--- src/rtl/sp_pkg.sv ---
package sp_pkg;
    typedef enum logic {
        UPD_HIT  = 1'b0,
        UPD_FILL = 1'b1
    } upd_kind_e;
endpackage

--- src/rtl/sp_rank_update.sv ---
module sp_rank_update
    import sp_pkg::*;
#(
    parameter int WAYS  = 4,
    parameter int WAY_W = (WAYS > 1) ? $clog2(WAYS) : 1
) (
    input  logic [WAYS*WAY_W-1:0] cur_ranks,
    input  upd_kind_e             kind,
    input  logic [WAY_W-1:0]      way,
    output logic [WAYS*WAY_W-1:0] nxt_ranks
);
    localparam logic [WAY_W-1:0] TOP = WAY_W'(WAYS - 1);

    logic [WAY_W-1:0] sel_rank;
    logic [WAY_W-1:0] one_up;

    always_comb begin
        sel_rank = '0;
        for (int i = 0; i < WAYS; i++) begin
            if (WAY_W'(i) == way) sel_rank = cur_ranks[i*WAY_W +: WAY_W];
        end
        one_up = sel_rank + WAY_W'(1);
    end

    always_comb begin
        nxt_ranks = cur_ranks;
        unique case (kind)
            UPD_HIT: begin
                if (sel_rank != TOP) begin
                    for (int i = 0; i < WAYS; i++) begin
                        if (WAY_W'(i) == way)
                            nxt_ranks[i*WAY_W +: WAY_W] = one_up;
                        else if (cur_ranks[i*WAY_W +: WAY_W] == one_up)
                            nxt_ranks[i*WAY_W +: WAY_W] = sel_rank;
                    end
                end
            end
            UPD_FILL: begin
                for (int i = 0; i < WAYS; i++) begin
                    if (WAY_W'(i) == way)
                        nxt_ranks[i*WAY_W +: WAY_W] = '0;
                    else if (cur_ranks[i*WAY_W +: WAY_W] < sel_rank)
                        nxt_ranks[i*WAY_W +: WAY_W] = cur_ranks[i*WAY_W +: WAY_W] + WAY_W'(1);
                end
            end
            default: nxt_ranks = cur_ranks;
        endcase
    end
endmodule

--- src/rtl/sp_victim_pick.sv ---
module sp_victim_pick #(
    parameter int WAYS  = 4,
    parameter int WAY_W = (WAYS > 1) ? $clog2(WAYS) : 1
) (
    input  logic [WAYS*WAY_W-1:0] ranks,
    output logic [WAY_W-1:0]      victim
);
    always_comb begin
        victim = '0;
        for (int i = 0; i < WAYS; i++) begin
            if (ranks[i*WAY_W +: WAY_W] == '0) victim = WAY_W'(i);
        end
    end
endmodule

--- src/rtl/sp_repl_unit.sv ---
module sp_repl_unit
    import sp_pkg::*;
#(
    parameter int WAYS  = 4,
    parameter int SETS  = 8,
    parameter int WAY_W = (WAYS > 1) ? $clog2(WAYS) : 1,
    parameter int SET_W = (SETS > 1) ? $clog2(SETS) : 1
) (
    input  logic                  clk,
    input  logic                  rst_n,
    input  logic                  upd_valid,
    input  logic                  upd_fill,
    input  logic [SET_W-1:0]      upd_set,
    input  logic [WAY_W-1:0]      upd_way,
    input  logic [SET_W-1:0]      look_set,
    output logic [WAY_W-1:0]      victim_way,
    output logic [WAYS*WAY_W-1:0] look_ranks
);
    localparam int RANK_W = WAYS * WAY_W;

    function automatic logic [RANK_W-1:0] identity_ranks();
        logic [RANK_W-1:0] v;
        for (int i = 0; i < WAYS; i++) v[i*WAY_W +: WAY_W] = WAY_W'(i);
        return v;
    endfunction

    localparam logic [RANK_W-1:0] INIT_RANKS = identity_ranks();

    logic [RANK_W-1:0] rank_q [SETS];
    logic [RANK_W-1:0] cur_ranks;
    logic [RANK_W-1:0] nxt_ranks;
    upd_kind_e         kind;

    assign kind      = upd_fill ? UPD_FILL : UPD_HIT;
    assign cur_ranks = rank_q[upd_set];

    sp_rank_update #(.WAYS(WAYS), .WAY_W(WAY_W)) u_update (
        .cur_ranks (cur_ranks),
        .kind      (kind),
        .way       (upd_way),
        .nxt_ranks (nxt_ranks)
    );

    generate
        for (genvar s = 0; s < SETS; s++) begin : g_set
            always_ff @(posedge clk) begin
                if (!rst_n)
                    rank_q[s] <= INIT_RANKS;
                else if (upd_valid && (upd_set == SET_W'(s)))
                    rank_q[s] <= nxt_ranks;
            end
        end
    endgenerate

    assign look_ranks = rank_q[look_set];

    sp_victim_pick #(.WAYS(WAYS), .WAY_W(WAY_W)) u_victim (
        .ranks  (look_ranks),
        .victim (victim_way)
    );
endmodule

--- config.mk ---
export PLATFORM = sky130hd
export DESIGN_NAME = sp_repl_unit
export DESIGN_NICKNAME = d
export VERILOG_FILES = /design/src/rtl/sp_pkg.sv /design/src/rtl/sp_rank_update.sv /design/src/rtl/sp_victim_pick.sv /design/src/rtl/sp_repl_unit.sv
export SDC_FILE = /design/constraint.sdc
export NUM_CORES = 1
export LEC_CHECK = 0
export ABC_AREA = 1
export BUFFER_PORTS_ARGS = -buffer_cell sky130_fd_sc_hd__buf_2
export CORE_MARGIN = 8
export CORE_UTILIZATION = 60
export DETAILED_ROUTE_END_ITERATION = 10
export HOLD_SLACK_MARGIN = 0.06
export MAX_ROUTING_LAYER = met4
export PLACE_DENSITY = 0.79
export SLEW_MARGIN = 10
export SYNTH_ARGS = -nofsm -noshare
export SYNTH_HDL_FRONTEND = slang
export SYNTH_HIERARCHICAL = 1
export SYNTH_SLANG_ARGS = --single-unit
--- constraint.sdc ---
create_clock -name clk -period 6.7 [get_ports clk]
set_input_delay 1.34 -clock clk [delete_from_list [all_inputs] [get_ports clk]]
set_output_delay 1.34 -clock clk [all_outputs]
set_load 0.01 [all_outputs]
# After elaboration in Yosys (flattened, before gate mapping)
# Memories as Yosys holds them, arrays and structs flattened.
# Cells that the tools add are included.
# W data, S select, Z words.
[totals]
register_bits = 0
ram_bits = 64
inputBits = 12
output_inout_bits = 10
wordCells = 106
mem_count = 1
[memory_table]
columns = ["name", "words", "word_bits", "rd", "rd_clocked_by_memory_dff", "wr", "line_no", "source"]
rows = [
  ["rank_q", 8, 8, 2, 0, 8, "sp_repl_unit.sv:29", "logic [RANK_W-1:0] rank_q [SETS];"],
]
[op_classes]
add_sub_neg = 5
magnitude_cmp = 4
eq_ne = 15
mux = 59
bitwise_logic = 9
n_reduce_logical = 13
[ops]
columns = ["op", "n"]
rows = [
  ["$mux W8", 9],
  ["$mux W2", 22],
  ["$mux W1", 27],
  ["$pmux W8 S2", 1],
  ["$eq A3 B3 Y1 const B", 4],
  ["$add A2 B1 Y2 const B", 5],
  ["$eq A2 B2 Y1", 4],
  ["$logic_and A1 B1 Y1", 8],
  ["$logic_not A2 Y1", 4],
  ["$lt A2 B2 Y1", 4],
  ["$or A1 B1 Y1", 8],
  ["$eq A3 B2 Y1 const B", 2],
  ["$eq A2 B2 Y1 const A", 2],
  ["$eq A3 B1 Y1 const B", 1],
  ["$logic_not A3 Y1", 1],
  ["$eq A1 B2 Y1 const A", 1],
  ["$ne A2 B2 Y1 const B", 1],
  ["$not A1 Y1", 1],
]

# Longest topological paths before layout
# Gate-level depths: netlist of run 1.
[depth]
depth_word = 12
depth_mapped = 26

# Hierarchy
# Netlist of run 1, hierarchy kept.
[modules_own_cells]
columns = ["module", "n_inst", "cells_per_inst", "area_per_inst_um2", "seq_area_each_um2"]
rows = [
  ["sp_repl_unit", 1, 569, 4013.8, 1921.8],
  ["sp_rank_update", 1, 179, 862.1, 0.0],
  ["sp_victim_pick", 1, 8, 32.5, 0.0],
]

# Worst setup path before layout of run 1
# No wires, ideal clock.
[synth_path]
path_kind = "input to register"
start = "in upd_set[0]"
end = "mem rank_q[3][7] (netlist name) (data pin)"
setup_time_ns = 0.263
arrival_ns = 3.662
path_slack_ns = 2.775
stages = 24
path_buffers = 2
cell_sequence = "inv_2 clkbuf_1 nand2_1 nand2_1 nand2_1 nand2_1 nand2_1 nand2_1 inv_1 o21ai_0 nand3_2 nand2_1 ha_1 buf_2 inv_1 nand2_1 a21oi_1 nand2_1 nand3_1 nand2_1 nand2_1 nand2_1 inv_1 nand2_1"
[synth_lines]
columns = ["item", "line_no", "source"]
rows = [
  ["start, declared", "sp_repl_unit.sv:13", "input logic [SET_W-1:0] upd_set,"],
  ["end, declared", "sp_repl_unit.sv:29", ""],
]

==> results.json, run 1 <==
{
  "wirelength_mm": 13.6,
  "cts_resized": 0,
  "ir_drop_uv": 143,
  "clkLatencyLatePin_ns": 0.35,
  "switching_share_pct": 32.5,
  "rows": 33,
  "grt_start_max_net_pins": 39,
  "cts.clk_slew.worst_paths_ns": 0.07,
  "largest_register_ff_count": 64,
  "gp_congestion": 0.959,
  "clock_skew_ns": 0.00805,
  "rsz0062_at_grt": "no",
  "ys_seq_area_share_pct": 39.2,
  "io_pins": 22,
  "internal_power_w": 0.000786,
  "cts_tree": "built",
  "dpl.hpwl_mm": 9.69,
  "hold_viol": 0,
  "drv_cap": 0,
  "setup_ws_ns": 1.63,
  "cp.required_ns": 6.79,
  "syn_area_um2": 4910,
  "regMostFlops": "rank_q",
  "htree_levels": 3,
  "die_w_um": 106,
  "crit_arrival_ns": 5.16,
  "utilization_pct": 65.3,
  "ys_warn_count": 6,
  "dr.pass1.iters": 5,
  "leakagePower_nw": 2.87,
  "drc": 0,
  "slew_violations": 0,
  "tns_ns": 0,
  "period_needed_ns": 5.07,
  "clockBufferDepth": 2,
  "io_buffers": 21,
  "slew_headroom_pct": 43.6,
  "pwr-share-clk_pct": 34.6,
  "multi_input_area_um2": 2370,
  "cts_setup_buffers": 0,
  "antenna_found_initial": 0,
  "clock-sinks": 64,
  "reg_top3": "rank_q x64",
  "setup_viol": 0,
  "power_w": 0.00116,
  "worst_slew_pin_slew_ns": 0.836,
  "path_class": "in2reg",
  "grtUsageTotal_pct": 25.5,
  "startpoint_type": "input port",
  "min_period_over_period_pct": 75.7,
  "hold_class": "reg2reg",
  "area_growth_syn_to_layout_pct": 7.67,
  "grt_pass1_vias": 4390,
  "die_area_um2": 11300,
  "grt_pass1_wl_mm": 22.0,
  "p_sw_w": 0.000378,
  "power_density_nw_per_um2": 220,
  "start_util_pct": 60.7,
  "crit_fanout": 38,
  "whs_ns": 1.32,
  "status": "completed",
  "nFillCells": 713,
  "synthDistinctLibCells": 26,
  "synth_nets": 777,
  "detail-route-antenna-nets": 0,
  "ys_ff_latch": 64,
  "overflow": 0,
  "hold_buffers": 0,
  "post_drt_wl_per_cell_um": 15.5,
  "vias_per_cell": 5.34,
  "syn_avg_cell_area_um2": 6.49,
  "drive_above_1_share_pct": 10.6,
  "num_antenna_cells": 0,
  "max_freq_mhz": 197,
  "fin_nets": 788,
  "dp_slack_ns": 1.34,
  "p_comb_share_pct": 25.6,
  "drtIter0Drc": 406,
  "endpoint_kind": "flip-flop",
  "seq_power_share_pct": 39.8,
  "die_y_um": 106,
  "syn_inst": 756,
  "cts-root-buf": "clkbuf_8",
  "num_vias": 4680,
  "regArea_um2": 1920,
  "cts_buffers": 9,
  "core_um2": 8090
}
==> cell type report <==
cell class | count | share of cell area [%]
Inverter | 128 | 9.16
Multi-Input combinational cell | 538 | 44.8
Clock inverter | 6 | 2.04
Timing Repair Buffer | 26 | 2.70
Clock buffer | 10 | 2.41
Tap cell | 105 | 2.49
Sequential cell | 64 | 36.4
==> stage by stage <==
step | instance area, um2 | std cells
global placement | 5050 | 861
CTS | 5290 | 877
global route | 5290 | 877
finish | 5290 | 877
detailed placement | 5050 | 861
floorplan | 4910 | 756
==> synth_stat cells <==
cell type	number	share of area, %
nor3_4	5	1.7
nand2_4	2	0.46
xor2_1	4	0.71
buf_2	19	1.9
clkinv_2	1	0.10
nand3_2	2	0.41
clkbuf_1	4	0.31
or2_1	1	0.13
nand2_1	381	29
nand2_2	7	0.89
o21ai_0	15	1.5
inv_1	111	8.5
ha_1	9	2.3
edfxtp_1	64	39
nor2_1	38	2.9
or2_2	4	0.51
nand4_2	2	0.51
a21oi_1	17	1.7
o21ai_1	1	0.10
nor2_2	2	0.25
nand4_1	1	0.13
nor2_4	1	0.23
nand3_1	46	4.7
inv_2	15	1.1
inv_4	1	0.13
buf_4	3	0.46
==> worst max-delay path, cell delays in order <==
cell     delay [ns]
buf_2          0.59
inv_2          0.49
nand2_1        0.15
nand2_1        0.06
nand2_1        0.05
nand2_1        0.08
nand2_1        0.08
nand2_1        0.16
o21ai_1        0.24
nand3_2        0.09
nand2_2        0.14
inv_1          0.06
ha_1           0.46
inv_1          0.21
nand2_1        0.09
nand2_1        0.08
nor2_1         0.12
nand3_1        0.09
nand2_1        0.06
nand2_1        0.05
nand2_1        0.06
nand2_1        0.06
inv_1          0.24
nor2_1         0.09
==> final timing paths <==
| path | cells after the start | from | end | slack (ns) |
|---|---|---|---|---|
| worst max register to register | 22 | rank_q[5][4]$_SDFFCE_PN0P_ | rank_q[5][3]$_SDFFCE_PN0P_ | 3.36 |
| worst min-delay path | 11 | rank_q[0][6]$_SDFFCE_PN1P_ | rank_q[6][6]$_SDFFCE_PN1P_ | 1.32 |
| worst max-delay path | 24 | upd_set[0] | rank_q[5][3]$_SDFFCE_PN0P_ | 1.63 |
| worst min register to register | 11 | rank_q[0][6]$_SDFFCE_PN1P_ | rank_q[6][6]$_SDFFCE_PN1P_ | 1.32 |
==> placed cells by master, fill, tap and decap left out <==
cell       instances
nand2_2            7
clkinv_4           1
clkbuf_1           1
bufinv_16          3
clkbuf_8           9
nor2_1            38
or2_2              4
inv_1            111
or2_1              1
a21oi_1           17
inv_4              1
nor2_4             1
nor3_4             5
buf_2             21
nor2_2             2
edfxtp_1          64
o21ai_0           15
inv_2             15
clkinv_1           1
o21ai_1            1
nand4_2            2
xor2_1             4
nand3_1           46
nand4_1            1
nand2_1          381
nand2_4            2
nand3_2            2
buf_4              5
ha_1               9
clkinv_2           2
==> per-layer routing <==
metal | vias up | routed length [um] | part of all wire (%) | global-route usage [%]
met2 | 245 | 6380 | 47 | 39.2
li1 | 2319 | - | - | -
met4 | 0 | 295 | 2.2 | 11.4
met5 | - | 0 | 0 | -
met3 | 26 | 1190 | 8.8 | 3.45
met1 | 2090 | 5680 | 42 | 33.0
==> cells by family after synthesis <==
kind of cell	synth area share, %
compound gates	3.36
xor+xnor	0.714
fa+ha+maj	2.29
buf+inv	12.6
flops	39.2
simple gates	41.9
==> power by group through the flow <==
stage                     Clock [W]  Sequential [W]  Combinational [W]
after CTS                  0.000403        0.000463           0.000293
after floorplan                   0        0.000469           0.000214
after global placement            0        0.000472           0.000289
final                      0.000403        0.000464           0.000298
after detailed placement          0        0.000472           0.000292
after global routing       0.000417        0.000465           0.000336
(Power assumes the default switching activity.)
==> inputs of run 2 (changes only) <==
- clock period: 6.7 -> 4.82 ns (I/O delays scaled with it)
==> run 2 against run 1 <==
Effect of this change: design area rose by 0.38%; via count rose by 0.36%; global-route usage fell by 1.2 points; clock-buffer cell count fell by 1; largest power group unchanged; wire length fell by 1.1%; setup slack got worse by 0.97 ns; highest routed layer unchanged; critical endpoint is now rank_q[7][7]$_SDFFCE_PN1P_.
==> results.json, run 2 (synthesis results as in run 1) <==
{
  "status": "completed",
  "slew_violations": 0,
  "seq_power_share_pct": 40.6,
  "num_vias": 4697,
  "grt_start_max_net_pins": 38,
  "cts_tree": "built",
  "final_common_cell": "nand2_1",
  "power_density_nw_per_um2": 299,
  "drive_above_1_share_pct": 11.3,
  "start_util_pct": 60.7,
  "max_freq_mhz": 240,
  "dpl.hpwl_mm": 9.51,
  "cts_setup_buffers": 0,
  "clockBufferDepth": 2,
  "dp_slack_ns": 0.436,
  "multi_input_area_um2": 2370,
  "p_sw_w": 0.000537,
  "crit_family": "simple AND/OR/NAND/NOR gates",
  "cts.clk_slew.worst_paths_ns": 0.08,
  "rsz0062_at_grt": "no",
  "clock_skew_ns": 0.0108,
  "hold_viol": 0,
  "min_period_over_period_pct": 86.3,
  "regArea_um2": 1920,
  "reg_top3": "rank_q x64",
  "wirelength_mm": 13.4,
  "core_um2": 8090,
  "dr.pass1.iters": 6,
  "hold_class": "in2reg",
  "drv_cap": 0,
  "area_growth_syn_to_layout_pct": 8.08,
  "power_w": 0.00159,
  "largest_register_ff_count": 64,
  "die_area_um2": 11300,
  "drtIter0Drc": 495,
  "grtUsageTotal_pct": 24.4,
  "path_class": "in2reg",
  "period_needed_ns": 4.16,
  "htree_levels": 3,
  "die_y_um": 106,
  "crit_arrival_ns": 4.24,
  "post_drt_wl_per_cell_um": 15.2,
  "io_pins": 22,
  "clock-sinks": 64,
  "cts_resized": 0,
  "die_w_um": 106,
  "hold_buffers": 0,
  "setup_viol": 0,
  "gp_congestion": 0.986,
  "startpoint_type": "input port",
  "clkLatencyLatePin_ns": 0.35,
  "cts_buffers": 9,
  "cp_common_cell": "nand2_1",
  "pwr-share-clk_pct": 33.2,
  "crit_chain": "buf_2, inv_2, nand2_1, nand2_1, nand2_1, nand2_1, nand2_1, nand2_1, inv_1, o21ai_0, nand3_2, nand2_1, ha_1, inv_1, nand2_1, a21oi_1, nand2_1, nand3_1, nand2_1, nand2_1, nand2_1, inv_1, nand2_1",
  "final_cell_mix": "381 x nand2_1, 111 x inv_1, 64 x edfxtp_1",
  "worst_slew_pin_slew_ns": 0.645,
  "crit_fanout": 35,
  "vias_per_cell": 5.33,
  "overflow": 0,
  "cp.required_ns": 4.90,
  "leakagePower_nw": 2.87,
  "critPathBufInv": 5,
  "slowest_delay_ns": 0.47,
  "setup_ws_ns": 0.661,
  "cts-root-buf": "clkbuf_8",
  "internal_power_w": 0.00105,
  "num_antenna_cells": 0,
  "nFillCells": 706,
  "antenna_found_initial": 0,
  "fin_nets": 792,
  "regMostFlops": "rank_q",
  "io_buffers": 21,
  "grt_pass1_vias": 4215,
  "ir_drop_uv": 153,
  "detail-route-antenna-nets": 0,
  "slowest_stage": "inv_2",
  "drc": 0,
  "grt_pass1_wl_mm": 21.1,
  "switching_share_pct": 33.8,
  "p_comb_share_pct": 26.2,
  "rows": 33,
  "slew_headroom_pct": 57.0,
  "endpoint_kind": "flip-flop",
  "tns_ns": 0
}
run 2: cell types whose count changed in the layout (fill, tap and decap cells not counted), sizes merged:
cell / change
inv: +3
bufinv: -1
clkinvlp: +2
clkinv: -3
clkbuf: -1
buf: +4
run 2: path summary, 6_finish.rpt:
path	startpoint	endpoint	slack [ns]	cells after the start
worst max-delay path	upd_set[0]	rank_q[7][7]$_SDFFCE_PN1P_	0.66	23
worst min-delay path	upd_valid	rank_q[3][2]$_SDFFCE_PN1P_	1.06	4
worst max register to register	rank_q[4][3]$_SDFFCE_PN0P_	rank_q[7][7]$_SDFFCE_PN1P_	1.55	21
worst min register to register	rank_q[0][2]$_SDFFCE_PN1P_	rank_q[3][2]$_SDFFCE_PN1P_	1.29	11
run 2: layout make-up:
class,instances,share of cell area [%]
Tap cell,105,2.48
Inverter,128,9.13
Clock inverter,7,1.91
Timing Repair Buffer,30,3.25
Multi-Input combinational cell,538,44.7
Clock buffer,9,2.33
Sequential cell,64,36.2
run 2: power groups by stage:
stage               sequential [W]  clock, W  combinational (W)
global route              0.000645  0.000550           0.000464
floorplan                 0.000652         0           0.000297
finish                    0.000644  0.000527           0.000416
detailed placement        0.000656         0           0.000405
CTS                       0.000643  0.000531           0.000409
global placement          0.000655         0           0.000399
run 2: worst reg2reg max path: cells and delay by family, from the launching register on:
kind	cells	cell delay, ns
AO/OA/AOI/OAI	2	0.35
adder cells (fa/ha/maj)	1	0.33
buffers and inverters	3	0.60
flip-flops	1	0.38
AND/OR/NAND/NOR	15	1.34
run 2: routing by layer:
| layer | global-route usage, % | vias to the layer above | routed length, um |
|---|---|---|---|
| li1 | - | 2327 | - |
| met1 | 30.4 | 2041 | 5380 |
| met2 | 37.9 | 284 | 6180 |
| met3 | 3.93 | 45 | 1390 |
| met4 | 11.6 | 0 | 461 |
| met5 | - | - | 0 |
run 2: stage by stage:
step / instances / hold slack (ns) / instance area, um2 / util, %
final: 881 / 1.06 / 5310 / 65.6
after global routing: 881 / 1.07 / 5310 / 65.6
after CTS: 881 / 1.05 / 5310 / 65.6
after detailed placement: 865 / 1.27 / 5080 / 62.8
after global placement: 865 / 1.27 / 5080 / 62.8
after floorplan: 756 / 1.07 / 4910 / -
==> inputs of run 3 (changes only) <==
- CORE_ASPECT_RATIO: not set -> 1.75
==> run 3 against run 2 <==
Effect of this change: utilization up 1.5 points; wire length up 0.68%; via count up 1.6%; worst hold slack better by 0.018 ns; highest routed layer unchanged.
==> results.json, run 3 (synthesis results as in run 1) <==
{
  "reg2reg_to": "rank_q[6][7]$_SDFFCE_PN1P_",
  "area_growth_syn_to_layout_pct": 8.79,
  "min_delay_worst_endpoint": "rank_q[3][5]$_SDFFCE_PN1P_",
  "drive_above_1_share_pct": 11.3,
  "htree_levels": 3,
  "overflow": 0,
  "cts_tree": "built",
  "crit_arrival_ns": 4.12,
  "rows": 43,
  "power_w": 0.00162,
  "cts_resized": 0,
  "min_period_over_period_pct": 84.0,
  "min_from": "upd_valid",
  "slowest_delay_ns": 0.28,
  "leakagePower_nw": 2.91,
  "dp.cells": 853,
  "critPathBufInv": 6,
  "crit_chain": "buf_2, inv_2, buf_4, nand2_1, nand2_1, nand2_1, nand2_1, nand2_1, nand2_1, inv_1, o21ai_0, nand3_2, nand2_1, ha_1, inv_1, nand2_1, a21oi_1, nand2_1, nand3_1, nand2_1, nand2_1, nand2_1, inv_1, nand2_1",
  "regArea_um2": 1920,
  "tns_ns": 0,
  "cts_buffers": 9,
  "cp.required_ns": 4.89,
  "slew_violations": 0,
  "worst_slew_pin_slew_ns": 0.786,
  "num_antenna_cells": 0,
  "setup_viol": 0,
  "crit_fanout": 15,
  "cts-root-buf": "clkbuf_16",
  "wirelength_mm": 13.5,
  "largest_register_ff_count": 64,
  "clock_skew_ns": 0.00425,
  "grtUsageTotal_pct": 25.2,
  "dr.pass1.iters": 8,
  "hold_class": "in2reg",
  "post_drt_wl_per_cell_um": 15.5,
  "fin_nets": 795,
  "grt_pass1_vias": 4563,
  "clock-sinks": 64,
  "gr-usage-met1_pct": 23.7,
  "num_vias": 4770,
  "busiest_layer": "met2",
  "final_cell_mix": "381 x nand2_1, 111 x inv_1, 64 x edfxtp_1",
  "reg_top3": "rank_q x64",
  "cts_setup_buffers": 0,
  "gp_congestion": 0.956,
  "rsz0062_at_grt": "no",
  "dpl.hpwl_mm": 10.3,
  "layoutNonFillerInstCount": 869,
  "detail-route-antenna-nets": 0,
  "crit_family": "simple AND/OR/NAND/NOR gates",
  "met2_usage_pct": 47.0,
  "nFillCells": 735,
  "die_w_um": 84.4,
  "r2r_cells": 21,
  "io_buffers": 21,
  "period_needed_ns": 4.05,
  "grt_pass1_wl_mm": 21.8,
  "rr_startpoint": "rank_q[6][4]$_SDFFCE_PN0P_",
  "antenna_found_initial": 0,
  "vias_per_cell": 5.49,
  "endpoint_kind": "flip-flop",
  "hold_depth": 4,
  "cp_common_cell": "nand2_1",
  "max_freq_mhz": 247,
  "clockBufferDepth": 2,
  "die_area_um2": 11400,
  "final_common_cell": "nand2_1",
  "grt_start_max_net_pins": 38,
  "gr-usage-met3_pct": 3.46,
  "hold_viol": 0,
  "multi_input_area_um2": 2370,
  "start_util_pct": 61.6,
  "clkLatencyLatePin_ns": 0.33,
  "die_y_um": 136,
  "slew_headroom_pct": 47.3,
  "path_class": "in2reg",
  "slowest_stage": "buf_4",
  "drv_cap": 0,
  "whs_ns": 1.08,
  "power_density_nw_per_um2": 304,
  "regMostFlops": "rank_q",
  "status": "completed",
  "rrSetupSlack_ns": 1.57,
  "startpoint_type": "input port",
  "cts.clk_slew.worst_paths_ns": 0.05,
  "drtIter0Drc": 440,
  "ir_drop_uv": 200,
  "core_um2": 7960,
  "worstSetupStartpoint": "upd_set[0]",
  "hold_buffers": 0,
  "drc": 0,
  "io_pins": 22
}
## run 3: cell types whose count changed in the layout (fill, tap and decap cells not counted), moves of 2 or more
cell        previous run  this run
clkbuf_1               0         2
bufinv_16              2         0
inv_6                  3         0
clkbuf_8               9         0
clkbuf_16              0         9
clkinv_2               1         5
clkinvlp_4             2         0
buf_4                  9        12
## run 3: metal layers
layer / vias to the layer above / wire length [um]
met2: 217 / 7320
met1: 2158 / 4670
met5: - / 0
met4: 0 / 722
met3: 61 / 779
li1: 2334 / -
## run 3: metrics by stage
step,util (%),instance area [um2],worst slack [ns]
finish,67.1,5340,0.773
global route,67.1,5340,0.436
CTS,67.1,5340,0.799
detailed placement,63.8,5080,0.457
global placement,63.8,5080,0.471
floorplan,-,4910,1.27
## run 3: worst max path at each step
| stage | cells past startpoint | slack, ns | end |
|---|---|---|---|
| floorplan | 24 | 1.27 | rank_q[3][7]$_SDFFCE_PN1P_ |
| global placement | 24 | 0.47 | rank_q[5][7]$_SDFFCE_PN1P_ |
| detailed placement | 24 | 0.46 | rank_q[6][7]$_SDFFCE_PN1P_ |
| CTS | 24 | 0.80 | rank_q[6][7]$_SDFFCE_PN1P_ |
| global route | 24 | 0.44 | rank_q[6][7]$_SDFFCE_PN1P_ |
| finish | 24 | 0.77 | rank_q[6][7]$_SDFFCE_PN1P_ |
## run 3: power by group
group          internal, W  switching, W
Sequential        0.000635     0.0000108
Combinational     0.000124      0.000299
Clock             0.000341      0.000215
Total              0.00110      0.000525
## run 3: final cells by class
cell class                 count  share of cell area (%)
multi-input combinational    538                    44.4
sequential                    64                    36.0
inverter                     128                    9.07
clock buffer                  11                    4.36
timing repair buffer          33                    3.66
tap                           90                    2.11
clock inverter                 5                   0.445
## run 3: worst reg2reg max path, cell delays in order (launching register included)
cell	delay (ns)
edfxtp_1	0.40
nand2_1	0.09
nand2_1	0.05
nand2_1	0.06
nand2_1	0.05
nand2_1	0.05
nand2_1	0.14
o21ai_1	0.34
nand3_2	0.11
nand2_2	0.09
inv_1	0.06
ha_1	0.30
inv_1	0.21
nand2_1	0.14
a21oi_1	0.20
nand2_1	0.11
nand3_1	0.09
nand2_1	0.05
nand2_1	0.05
nand2_1	0.05
inv_1	0.24
nand2_1	0.10
